--- src/rtl/i2s_rx_pkg.sv ---
`timescale 1ns/100ps
package i2s_rx_pkg;

  // Strobes from the control unit to the datapath, one cycle wide each.
  typedef struct packed {
    logic shiftEn;   // rising bit-clock edge: shift the sampled bit in
    logic takeLeft;  // a complete left slot ends at this edge
    logic publish;   // a complete right slot ends and the pair is loaded
  } rxStrobe_t;

endpackage

--- src/rtl/i2s_rx_sync.sv ---
`timescale 1ns/100ps
module i2s_rx_sync #(
  parameter int WIDTH  = 3,
  parameter int STAGES = 2
) (
  input  logic             clk,
  input  logic             rstN,
  input  logic [WIDTH-1:0] asyncIn,
  output logic [WIDTH-1:0] syncOut
);

  logic [WIDTH-1:0] chain [STAGES];

  always_ff @(posedge clk) begin
    if (!rstN) chain[0] <= '0;
    else       chain[0] <= asyncIn;
  end

  genvar s;
  generate
    for (s = 1; s < STAGES; s++) begin : g_stage
      always_ff @(posedge clk) begin
        if (!rstN) chain[s] <= '0;
        else       chain[s] <= chain[s-1];
      end
    end
  endgenerate

  assign syncOut = chain[STAGES-1];

endmodule

--- src/rtl/i2s_rx_ctrl.sv ---
`timescale 1ns/100ps
module i2s_rx_ctrl
  import i2s_rx_pkg::*;
#(
  parameter int SLOT_BITS = 32
) (
  input  logic       clk,
  input  logic       rstN,
  input  logic       bclkS,
  input  logic       wsS,
  input  logic       outReady,
  output rxStrobe_t  strobe,
  output logic       outValid,
  output logic       overrun
);

  localparam int CW = $clog2(SLOT_BITS) + 1;
  localparam logic [CW-1:0] CNT_LAST = CW'(SLOT_BITS - 1);
  localparam logic [CW-1:0] CNT_SAT  = {CW{1'b1}};

  logic          bclkD;
  logic          wsPrev;
  logic [CW-1:0] bitCnt;
  logic          armed;
  logic          leftHave;

  logic bitRise, wsEdge, slotFull, leftDone, rightDone, canTake;

  always_comb begin
    bitRise   = bclkS & ~bclkD;
    wsEdge    = bitRise & (wsS != wsPrev);
    slotFull  = (bitCnt == CNT_LAST);
    leftDone  = wsEdge & ~wsPrev & armed & slotFull;
    rightDone = wsEdge & wsPrev & armed & slotFull & leftHave;
    canTake   = ~outValid | outReady;
    strobe.shiftEn  = bitRise;
    strobe.takeLeft = leftDone;
    strobe.publish  = rightDone & canTake;
  end

  always_ff @(posedge clk) begin
    if (!rstN) begin
      bclkD    <= 1'b0;
      wsPrev   <= 1'b0;
      bitCnt   <= CNT_SAT;
      armed    <= 1'b0;
      leftHave <= 1'b0;
      outValid <= 1'b0;
      overrun  <= 1'b0;
    end else begin
      bclkD <= bclkS;
      if (bitRise) begin
        wsPrev <= wsS;
        if (wsEdge)                bitCnt <= '0;
        else if (bitCnt != CNT_SAT) bitCnt <= bitCnt + CW'(1);
      end
      if (wsEdge & wsPrev) armed <= 1'b1;
      if (wsEdge) leftHave <= ~wsPrev & armed & slotFull;
      if (strobe.publish)  outValid <= 1'b1;
      else if (outReady)   outValid <= 1'b0;
      if (rightDone & ~canTake) overrun <= 1'b1;
    end
  end

  AST_VALID_HOLD: assert property (@(posedge clk) disable iff (!rstN)
    outValid && !outReady |=> outValid);
  AST_OVR_STICKY: assert property (@(posedge clk) disable iff (!rstN)
    overrun |=> overrun);
  AST_OVR_CAUSE: assert property (@(posedge clk) disable iff (!rstN)
    $rose(overrun) |-> $past(outValid && !outReady));
  AST_IDLE_UNARMED: assert property (@(posedge clk) disable iff (!rstN)
    !armed |-> !outValid);
  AST_SWAP_KEEPS: assert property (@(posedge clk) disable iff (!rstN)
    strobe.publish && outValid |=> outValid && !overrun || $past(overrun));

endmodule

--- src/rtl/i2s_rx_dpath.sv ---
`timescale 1ns/100ps
module i2s_rx_dpath
  import i2s_rx_pkg::*;
#(
  parameter int SLOT_BITS = 32
) (
  input  logic                 clk,
  input  logic                 rstN,
  input  logic                 sdS,
  input  rxStrobe_t            strobe,
  output logic [SLOT_BITS-1:0] outLeft,
  output logic [SLOT_BITS-1:0] outRight
);

  logic [SLOT_BITS-1:0] shiftReg;
  logic [SLOT_BITS-1:0] leftHold;
  logic [SLOT_BITS-1:0] curWord;

  // Word as it stands after the bit sampled at this edge.
  assign curWord = {shiftReg[SLOT_BITS-2:0], sdS};

  always_ff @(posedge clk) begin
    if (!rstN) begin
      shiftReg <= '0;
      leftHold <= '0;
      outLeft  <= '0;
      outRight <= '0;
    end else begin
      if (strobe.shiftEn)  shiftReg <= curWord;
      if (strobe.takeLeft) leftHold <= curWord;
      if (strobe.publish) begin
        outLeft  <= leftHold;
        outRight <= curWord;
      end
    end
  end

  AST_ONE_SLOT_END: assert property (@(posedge clk) disable iff (!rstN)
    $onehot0({strobe.takeLeft, strobe.publish}));
  AST_END_ON_EDGE: assert property (@(posedge clk) disable iff (!rstN)
    strobe.takeLeft || strobe.publish |-> strobe.shiftEn);

endmodule

--- src/rtl/i2s_slave_rx.sv ---
`timescale 1ns/100ps
module i2s_slave_rx
  import i2s_rx_pkg::*;
#(
  parameter int SLOT_BITS   = 32,
  parameter int SYNC_STAGES = 2
) (
  input  logic                 clk,
  input  logic                 rstN,
  input  logic                 bclkIn,
  input  logic                 wsIn,
  input  logic                 sdIn,
  input  logic                 outReady,
  output logic                 outValid,
  output logic [SLOT_BITS-1:0] outLeft,
  output logic [SLOT_BITS-1:0] outRight,
  output logic                 overrun
);

  logic [2:0] lineSync;
  rxStrobe_t  strobe;

  i2s_rx_sync #(.WIDTH(3), .STAGES(SYNC_STAGES)) u_sync (
    .clk     (clk),
    .rstN    (rstN),
    .asyncIn ({bclkIn, wsIn, sdIn}),
    .syncOut (lineSync)
  );

  i2s_rx_ctrl #(.SLOT_BITS(SLOT_BITS)) u_ctrl (
    .clk      (clk),
    .rstN     (rstN),
    .bclkS    (lineSync[2]),
    .wsS      (lineSync[1]),
    .outReady (outReady),
    .strobe   (strobe),
    .outValid (outValid),
    .overrun  (overrun)
  );

  i2s_rx_dpath #(.SLOT_BITS(SLOT_BITS)) u_dpath (
    .clk      (clk),
    .rstN     (rstN),
    .sdS      (lineSync[0]),
    .strobe   (strobe),
    .outLeft  (outLeft),
    .outRight (outRight)
  );

  AST_DATA_STABLE: assert property (@(posedge clk) disable iff (!rstN)
    outValid && !outReady |=> $stable(outLeft) && $stable(outRight));

endmodule

--- config.mk ---
export PLATFORM = sky130hd
export DESIGN_NAME = i2s_slave_rx
export DESIGN_NICKNAME = d
export VERILOG_FILES = /design/src/rtl/i2s_rx_pkg.sv /design/src/rtl/i2s_rx_sync.sv /design/src/rtl/i2s_rx_ctrl.sv /design/src/rtl/i2s_rx_dpath.sv /design/src/rtl/i2s_slave_rx.sv
export SDC_FILE = /design/constraint.sdc
export NUM_CORES = 1
export LEC_CHECK = 0
export ABC_AREA = 0
export CORE_MARGIN = 10
export CORE_UTILIZATION = 59
export DETAILED_ROUTE_END_ITERATION = 10
export PLACE_DENSITY = 0.89
export SLEW_MARGIN = 25
export SYNTH_ARGS = -nofsm -noshare
export SYNTH_HDL_FRONTEND = slang
export SYNTH_HIERARCHICAL = 1
export SYNTH_SLANG_ARGS = --single-unit
--- constraint.sdc ---
create_clock -name clk -period 4.6 [get_ports clk]
set_input_delay 1.15 -clock clk [delete_from_list [all_inputs] [get_ports clk]]
set_output_delay 1.15 -clock clk [all_outputs]
set_load 0.005 [all_outputs]
==> results of run 1 <==
## power breakdown
group | leakage (uW) | internal, uW | switching, uW | total, uW
Sequential | 0.00117 | 1260 | 3.98 | 1260
Combinational | 0.000738 | 32.1 | 30.9 | 63.1
Clock | 0.000262 | 681 | 553 | 1230
## layout by cell type, fill, tap and decap left out, types with 2 or more instances in the layout
cell type	count
dfxtp_1	145
nor2b_1	128
mux2i_1	127
clkdlybuf4s50_1	70
clkbuf_16	16
nand2_1	9
and2_1	7
inv_6	5
clkinv_4	4
a21oi_1	4
buf_4	3
inv_1	3
nand3_1	3
nor2_1	3
o31ai_1	3
o211ai_1	3
clkinvlp_4	2
nand2b_1	2
and3_1	2
a31oi_1	2
o2111ai_1	2
buf_12	2
## worst paths after layout
| path | start | to | cells past startpoint |
|---|---|---|---|
| hold reg to reg | u_sync/chain[0][1]$_SDFF_PN0_ | u_sync/chain[1][1]$_SDFF_PN0_ | 1 |
| setup / recovery | u_sync/chain[1][2]$_SDFF_PN0_ | u_dpath/leftHold[12]$_SDFFE_PN0P_ | 8 |
| hold / removal | u_sync/chain[0][1]$_SDFF_PN0_ | u_sync/chain[1][1]$_SDFF_PN0_ | 1 |
| setup reg to reg | u_sync/chain[1][2]$_SDFF_PN0_ | u_dpath/leftHold[12]$_SDFFE_PN0P_ | 8 |
## per-stage QoR
| stage | hold slack (ns) | instances | worst slack (ns) |
|---|---|---|---|
| after global routing | 0.4645 | 698 | 1.508 |
| after CTS | 0.4394 | 698 | 1.637 |
| after detailed placement | 0.4245 | 666 | 1.693 |
| after floorplan | 0.4057 | 495 | 2.424 |
| after global placement | 0.4131 | 666 | 1.750 |
| final | 0.4322 | 698 | 1.642 |
## layer usage
metal  routed length [um]  up-vias  track usage
met4                   48        0      0.05487
met2                 5359       74       0.2559
met3                  489        4      0.04317
li1                     -     1789            -
met1                 4849     1699       0.1837
met5                    0        -            0
## critical path: stages, from the launching register on
cell      delay [ns]
dfxtp_1         0.37
nand2b_4        0.10
inv_2           0.05
buf_4           0.53
nand4_4         0.24
nor3b_2         0.90
buf_12          0.30
mux2i_1         0.23
nor2b_1         0.08
## sequential cells by signal (all words and copies together) (netlist names)
signal            flops
u_ctrl/armed          1
u_dpath/outRight     32
u_ctrl/overrun        1
u_ctrl/bitCnt         6
u_ctrl/wsPrev         1
u_ctrl/outValid       1
u_ctrl/leftHave       1
u_dpath/leftHold     32
u_dpath/shiftReg     31
u_sync/chain          6
u_ctrl/bclkD          1
u_dpath/outLeft      32
## cells by family after synthesis
kind of cell / after synthesis / share of synthesized area
fa+ha+maj: 1 / 0.002206
xor+xnor: 1 / 0.002869
flops: 145 / 0.5119
compound gates: 20 / 0.02449
simple gates: 164 / 0.1831
mux: 127 / 0.2242
buf+inv: 37 / 0.05119
## area by class of cell
class / count / area [um2] / share of cell area
well taps: 129 / 161.4 / 0.02347
clock inverters: 14 / 126.4 / 0.01837
clock buffers: 18 / 417.9 / 0.06076
flip-flops and latches: 145 / 2903 / 0.4220
inverters: 4 / 15.01 / 0.002183
repair buffers: 75 / 763.2 / 0.1110
multi-input cells: 313 / 2491 / 0.3622
==> metrics.txt, run 1 <==
Final Hold Viols 0; RePlAce Congestion 0.7642; TritonCTS Buffers 17; antenna violations before repair 0; post-route cell area 6878 um2; Post CTS Setup Buffer Count 0; area grow syn2layout 21.29%; ANT cells 0; core area 9284 um2; share of post-route cells with drive strength above 1 0.07909; reg2reg setup slack 1.64 ns; Setup-failing EPs final 0; Site Rows 35; commonest cells in the synthesized netlist 145 x dfxtp_1, 128 x nor2b_1, 127 x mux2i_1; Starting Density 0.6108; Nets 563; CP arrival 3.34 ns; Post-Route Utilization 0.7408; Post-Route WL 10750 um; y dimension of the die 118.0 um; Cells after Synth 495; first drt pass iteration count 4; placed cell areas 6334 um2; CTS sink cnt 145; minimum clock period 2.958 ns; H-tree Lvls 4; Post-Syn Area 5670 um2; Leakage 0.002169 uW; synth warn 6; CTS clk-pin slew, worst paths 0.06 ns; syn_nets 502; Pwr Density 372.3 nW/um2; Clock Skews 0.009004 ns; count of state elements after synthesis 145; IO buf count 71; status completed; startpoint type of the worst setup path flop; first-pass GRT wire length 18190 um; total power draw 2560 uW; ranking of synthesized cells by area dfxtp_1 51%, mux2i_1 22%, nor2b_1 14%; Filler cells 651; Tcrit/Tclk final 0.6431; Worst Setup End Kind flop; top cell type's share of synthesized area 0.5119; worst slew pin tran 1.040 ns; Setup CP Type flop to flop; GR Overflow Total 0; antenna viol nets, final 0; clock root buffer clkbuf_8; Post-synth EDFFs 0; Post-route DRC 0; Slew headroom 0.3039; Yosys cell types 40; Max Freq 338.1 MHz; CP max FO 41; I/O pin cnt 72; worst path required time 4.99 ns; Avg Inst Size Synth 11.46 um2; FFs w/ async S/R, synth 0; vias in the first global route 3665; area leader, netlist dfxtp_1; Primary FF master, synth dfxtp_1; Clock Latency Late Sink 0.51 ns; # hold bufs at CTS 0; pin count of the biggest net entering global routing 81; MaxCap Viol Count 0; TNS Setup 0 ns; initial DRC count 213; TritonCTS clock tree built; Vias/cell 5.109; clock buffer depth 2; worst vdd ir 0.2687 mV; Die ar. 13930 um2; Tightest Hold Check Type flop to flop; Seq/Total Area, Yosys 0.5119; drt wl/cell 15.40 um; Post-CTS Resized 0; Die X 118.0 um; total number of vias 3566; Final HPWL DP 6796 um; count leader, synth dfxtp_1; RSZ-0062 raised after global routing false; Total Routing Usage GR 0.1533; final slew viol count 0
Note: power is estimated with default switching activity, not from simulation.
==> run 2, diff against run 1 <==
Settings changed: CORE_UTILIZATION 59 to 55, PLACE_DENSITY 0.89 to 0.84.
Clock period 4.6 ns to 2.8 ns, I/O delays scaled along.
==> run 2 against run 1 <==
  * Worst setup slack got worse by 1.2 ns
  * Cell count rose by 1.3%
  * Register-to-register slack got worse by 1.2 ns
  * Fmax rose by 28%
  * Sequential share of layout area fell by 0.30 points
  * Largest cell class unchanged
  * Highest routed layer unchanged
==> metrics.txt, run 2 (synthesis gave the netlist of run 1 again) <==
status completed (unchanged); pin count of the biggest net entering global routing 70 (was 81); # hold bufs at CTS 0 (unchanged); Post-Route Utilization 0.6801 (was 0.7408); GR Overflow Total 0 (unchanged); commonest cells after routing, fill and taps aside 145 x dfxtp_1, 128 x nor2b_1, 127 x mux2i_1 (unchanged); Site Rows 37 (was 35); Slowest Stage Delay on Critical Path 0.41 ns (was 0.90 ns); Final Hold Viols 0 (unchanged); worst path required time 3.22 ns (was 4.99 ns); Worst Setup End Kind flop (unchanged); worst slew pin tran 0.6248 ns (was 1.040 ns); Post-CTS Resized 0 (unchanged); Slew headroom 0.5835 (was 0.3039); TritonCTS Buffers 17 (unchanged); total power draw 4367 uW (was 2560 uW); Post-Route WL 10560 um (was 10750 um); Nets 565 (was 563); critical path, cell by cell ha_1 > and3_4 > nand4_4 > nor4b_4 > buf_12 > mux2i_1 > nor2b_1 (was nand2b_4 > inv_2 > buf_4 > nand4_4 > nor3b_2 > buf_12 > mux2i_1 > nor2b_1); Post-route DRC 0 (unchanged); antenna viol nets, final 0 (unchanged); total number of vias 3591 (was 3566); TritonCTS clock tree built (unchanged); minimum clock period 2.317 ns (was 2.958 ns); Die X 121.5 um (was 118.0 um); Filler cells 766 (was 651); Post CTS Setup Buffer Count 0 (unchanged); Leakage 0.002192 uW (was 0.002169 uW); Setup CP Type flop to flop (unchanged); y dimension of the die 121.5 um (was 118.0 um); Tightest Hold Check Type flop to flop (unchanged); Pwr Density 630.4 nW/um2 (was 372.3 nW/um2); most common cell after layout, fill and taps aside dfxtp_1 (unchanged); I/O pin cnt 72 (unchanged); startpoint type of the worst setup path flop (unchanged); IO buf count 71 (unchanged); biggest regs u_dpath/leftHold: 32 flops, u_dpath/outLeft: 32 flops, u_dpath/outRight: 32 flops (unchanged); Starting Density 0.5568 (was 0.6108); Clock Skews 0.008032 ns (was 0.009004 ns); slowest CP cell buf_12 (was nor3b_2); first drt pass iteration count 4 (unchanged); antenna violations before repair 0 (unchanged); area grow syn2layout 22.15% (was 21.29%); Total Routing Usage GR 0.1484 (was 0.1533); drt wl/cell 14.93 um (was 15.40 um); clock buffer depth 2 (unchanged); MaxCap Viol Count 0 (unchanged); RSZ-0062 raised after global routing false (unchanged); initial DRC count 245 (was 213); final slew viol count 0 (unchanged); vias in the first global route 3584 (was 3665); Clock Latency Late Sink 0.53 ns (was 0.51 ns); CTS clk-pin slew, worst paths 0.06 ns (about the same); H-tree Lvls 4 (unchanged); Setup-failing EPs final 0 (unchanged); share of post-route cells with drive strength above 1 0.07881 (was 0.07909); TNS Setup 0 ns (unchanged); Max Freq 431.5 MHz (was 338.1 MHz); ANT cells 0 (unchanged); CTS sink cnt 145 (unchanged); CP max FO 64 (was 41); clock root buffer clkbuf_8 (unchanged); CP arrival 2.73 ns (was 3.34 ns); Die ar. 14770 um2 (was 13930 um2); Final HPWL DP 6672 um (was 6796 um); core area 10180 um2 (was 9284 um2); first-pass GRT wire length 17690 um (was 18190 um); Vias/cell 5.079 (was 5.109); Tcrit/Tclk final 0.8276 (was 0.6431); RePlAce Congestion 0.7473 (was 0.7642); worst vdd ir 0.3630 mV (was 0.2687 mV)
## run 2: cell types whose count changed in the layout (fill, tap and decap cells not counted), moves of 2 or more
cell       change
clkinv_4       -4
clkbuf_1       +2
buf_4          +3
clkbuf_8       +4
inv_6          -4
bufinv_16      +2
## run 2: final timing paths
kind / cells past startpoint / from / to / slack, ns
max: 7 / u_ctrl/bitCnt[0]$_SDFFE_PN1P_ / u_dpath/outLeft[22]$_SDFFE_PN0P_ / 0.48
min: 1 / u_sync/chain[0][1]$_SDFF_PN0_ / u_sync/chain[1][1]$_SDFF_PN0_ / 0.43
max reg2reg: 7 / u_ctrl/bitCnt[0]$_SDFFE_PN1P_ / u_dpath/outLeft[22]$_SDFFE_PN0P_ / 0.48
min reg2reg: 1 / u_sync/chain[0][1]$_SDFF_PN0_ / u_sync/chain[1][1]$_SDFF_PN0_ / 0.43
## run 2: through the flow
stage	cell area, um2	worst slack (ns)	hold WS (ns)	cells
final	6927	0.4827	0.4275	707
after global placement	6345	0.3939	0.4139	675
after global routing	6927	0.2661	0.4510	707
after floorplan	5670	0.8887	0.4057	495
after detailed placement	6345	0.3464	0.4183	675
after CTS	6927	0.4942	0.4324	707
## run 2: metal layers
metal,wire [um],up-vias,track usage
met1,4638,1716,0.1742
met5,0,-,0
met3,597,10,0.05550
met4,136,0,0.06259
met2,5183,80,0.2395
li1,-,1785,-
## run 2: layout make-up
type | instances | area [um2] | share of cell area
clock inverters | 8 | 101.3 | 0.01463
repair buffers | 77 | 765.7 | 0.1105
flip-flops and latches | 145 | 2903 | 0.4191
inverters | 4 | 15.01 | 0.002168
multi-input cells | 313 | 2491 | 0.3596
clock buffers | 24 | 480.5 | 0.06936
well taps | 136 | 170.2 | 0.02457
## run 2: power by group
part / total (uW) / switching, uW / leakage, uW / internal (uW)
sequential: 2080 / 6.61 / 0.00117 / 2070
clock: 2180 / 822 / 0.000278 / 1360
combinational: 105 / 51.3 / 0.000745 / 53.4
## run 2: critical path, delay by kind of cell (launching register included)
family        cells  cell delay, ns
fa+ha+maj         1            0.27
buf+inv           1            0.41
flops             1            0.38
mux               1            0.27
simple gates      4            0.83
==> run 3, diff against run 2 <==
Clock period 2.8 ns to 2.4 ns, I/O delays scaled along.
==> run 3 against run 2 <==
  * Largest cell class unchanged
  * Total power increased by 14%
  * Fmax increased by 3.1%
  * Register-to-register slack got worse by 0.33 ns
  * Non-clock buffer count increased by 1
  * Hold slack improved by 0.0058 ns
  * Clock skew decreased by 0.0014 ns
  * Utilization increased by 0.086 points
  * Sequential cell count unchanged
  * Largest power group unchanged
  * Combinational power increased by 20%
  * Sequential share of layout area decreased by 0.053 points
  * Die area unchanged
  * Clock power increased by 12%
==> metrics.txt, run 3 (synthesis gave the netlist of run 1 again) <==
Tcrit/Tclk final 0.9366 (was 0.8276); Nets 566 (was 565); vias in the first global route 3681 (was 3584); GR Overflow Total 0 (unchanged); Worst Setup End Kind flop (unchanged); Hold Path End u_sync/chain[1][2]$_SDFF_PN0_ (was u_sync/chain[1][1]$_SDFF_PN0_); startpoint type of the worst setup path flop (unchanged); core area 10180 um2 (unchanged); # hold bufs at CTS 0 (unchanged); Final Hold Viols 0 (unchanged); reg2reg end u_dpath/outRight[16]$_SDFFE_PN0P_ (was u_dpath/outLeft[22]$_SDFFE_PN0P_); Clock Latency Late Sink 0.50 ns (was 0.53 ns); TNS Setup 0 ns (unchanged); reg2reg path depth 7 (unchanged); antenna viol nets, final 0 (unchanged); Clock Skews 0.006621 ns (was 0.008032 ns); ANT cells 0 (unchanged); Starting Density 0.5568 (unchanged); Site Rows 37 (unchanged); Vias/cell 5.006 (was 5.079); worst vdd ir 0.4175 mV (was 0.3630 mV); area grow syn2layout 22.31% (was 22.15%); CTS clk-pin slew, worst paths 0.06 ns (about the same); worst path required time 2.79 ns (was 3.22 ns); Post-Route WL 10830 um (was 10560 um); H-tree Lvls 4 (unchanged); reg2reg setup slack 0.15 ns (was 0.48 ns); initial DRC count 168 (was 245); status completed (unchanged); Post-route DRC 0 (unchanged); I/O pin cnt 72 (unchanged); IO buf count 71 (unchanged); drt wl/cell 15.29 um (was 14.93 um); most common cell after layout, fill and taps aside dfxtp_1 (unchanged); Setup CP Type flop to flop (unchanged); Die ar. 14770 um2 (unchanged); Post-Route Utilization 0.6810 (was 0.6801); first-pass GRT wire length 17750 um (was 17690 um); Filler cells 757 (was 766); Leakage 0.002190 uW (was 0.002192 uW); Die X 121.5 um (unchanged); clock root buffer clkbuf_8 (unchanged); TritonCTS Buffers 17 (unchanged); total power draw 4991 uW (was 4367 uW); Max Freq 444.9 MHz (was 431.5 MHz); clock buffer depth 2 (unchanged); Tightest Hold Check Type flop to flop (unchanged); share of post-route cells with drive strength above 1 0.08392 (was 0.07881); MaxCap Viol Count 0 (unchanged); biggest regs u_dpath/leftHold: 32 flops, u_dpath/outLeft: 32 flops, u_dpath/outRight: 32 flops (unchanged); RePlAce Congestion 0.7098 (was 0.7473); antenna violations before repair 0 (unchanged); CP arrival 2.64 ns (was 2.73 ns); pin count of the biggest net entering global routing 75 (was 70); Post-CTS Resized 0 (unchanged); y dimension of the die 121.5 um (unchanged); Setup-failing EPs final 0 (unchanged); Post CTS Setup Buffer Count 0 (unchanged); first drt pass iteration count 4 (unchanged); minimum clock period 2.248 ns (was 2.317 ns); Total Routing Usage GR 0.1452 (was 0.1484); hold wc startpoint u_sync/chain[0][2]$_SDFF_PN0_ (was u_sync/chain[0][1]$_SDFF_PN0_); Slew headroom 0.5650 (was 0.5835); WHS Path Cells 1 (unchanged); final slew viol count 0 (unchanged); worst slew pin tran 0.6525 ns (was 0.6248 ns); commonest cells after routing, fill and taps aside 145 x dfxtp_1, 128 x nor2b_1, 127 x mux2i_1 (unchanged); RSZ-0062 raised after global routing false (unchanged); Pwr Density 719.6 nW/um2 (was 630.4 nW/um2); Final HPWL DP 6953 um (was 6672 um); FF-to-FF Start u_ctrl/bitCnt[1]$_SDFFE_PN1P_ (was u_ctrl/bitCnt[0]$_SDFFE_PN1P_); CTS sink cnt 145 (unchanged); CP max FO 34 (was 64); total number of vias 3544 (was 3591); TritonCTS clock tree built (unchanged)
==> run 3: how the worst max path moves through the flow <==
| stage | endpoint | startpoint | cells after the start | slack [ns] |
|---|---|---|---|---|
| 2_1_floorplan | u_dpath/outLeft[0]$_SDFFE_PN0P_ | u_ctrl/bitCnt[0]$_SDFFE_PN1P_ | 8 | 0.49 |
| 3_3_place_gp | u_dpath/outRight[6]$_SDFFE_PN0P_ | outReady | 6 | 0.18 |
| 3_5_place_dp | u_dpath/outRight[16]$_SDFFE_PN0P_ | outReady | 6 | 0.09 |
| 4_1_cts | u_dpath/outRight[1]$_SDFFE_PN0P_ | u_ctrl/bitCnt[1]$_SDFFE_PN1P_ | 7 | 0.16 |
| 5_1_grt | u_dpath/outRight[2]$_SDFFE_PN0P_ | u_ctrl/bitCnt[1]$_SDFFE_PN1P_ | 7 | 0.05 |
| 6_report | u_dpath/outRight[16]$_SDFFE_PN0P_ | u_ctrl/bitCnt[1]$_SDFFE_PN1P_ | 7 | 0.15 |
==> run 3: layout make-up <==
type / count / area [um2] / share of cell area
well taps: 136 / 170.2 / 0.02454
clock buffers: 19 / 431.7 / 0.06224
inverters: 4 / 15.01 / 0.002165
clock inverters: 13 / 126.4 / 0.01822
flip-flops and latches: 145 / 2903 / 0.4185
multi-input cells: 313 / 2491 / 0.3592
repair buffers: 78 / 798.3 / 0.1151
==> run 3: critical path, cell delays in order, from the launching register on <==
cell and delay (ns):
dfxtp_1 0.37, ha_1 0.27, and3_4 0.25, nand4_4 0.15
nor4b_4 0.44, buf_12 0.30, mux2i_1 0.25, nor2b_1 0.07
==> run 3: through the flow <==
stage | cells | worst slack [ns] | hold WS [ns] | instance area, um2
2_1_floorplan | 495 | 0.4887 | 0.4057 | 5670
3_3_place_gp | 676 | 0.1797 | 0.4153 | 6377
3_5_place_dp | 676 | 0.08964 | 0.4227 | 6377
4_1_cts | 708 | 0.1602 | 0.4371 | 6935
5_1_grt | 708 | 0.04676 | 0.4625 | 6935
6_report | 708 | 0.1522 | 0.4334 | 6935
==> run 3: power breakdown <==
| part | leakage, uW | total (uW) | internal (uW) | switching [uW] |
|---|---|---|---|---|
| Clock | 0.000263 | 2440 | 1420 | 1020 |
| Sequential | 0.00117 | 2420 | 2420 | 7.82 |
| Combinational | 0.000758 | 126 | 64.4 | 61.6 |
| Total | 0.00219 | 4990 | 3900 | 1090 |
==> run 3: layer usage <==
metal	part of all wire	GRT usage	up-vias
met4	0.0074	0.04769	0
li1	-	-	1796
met3	0.046	0.04302	5
met1	0.45	0.1712	1680
met2	0.49	0.2480	63
met5	0	0	-
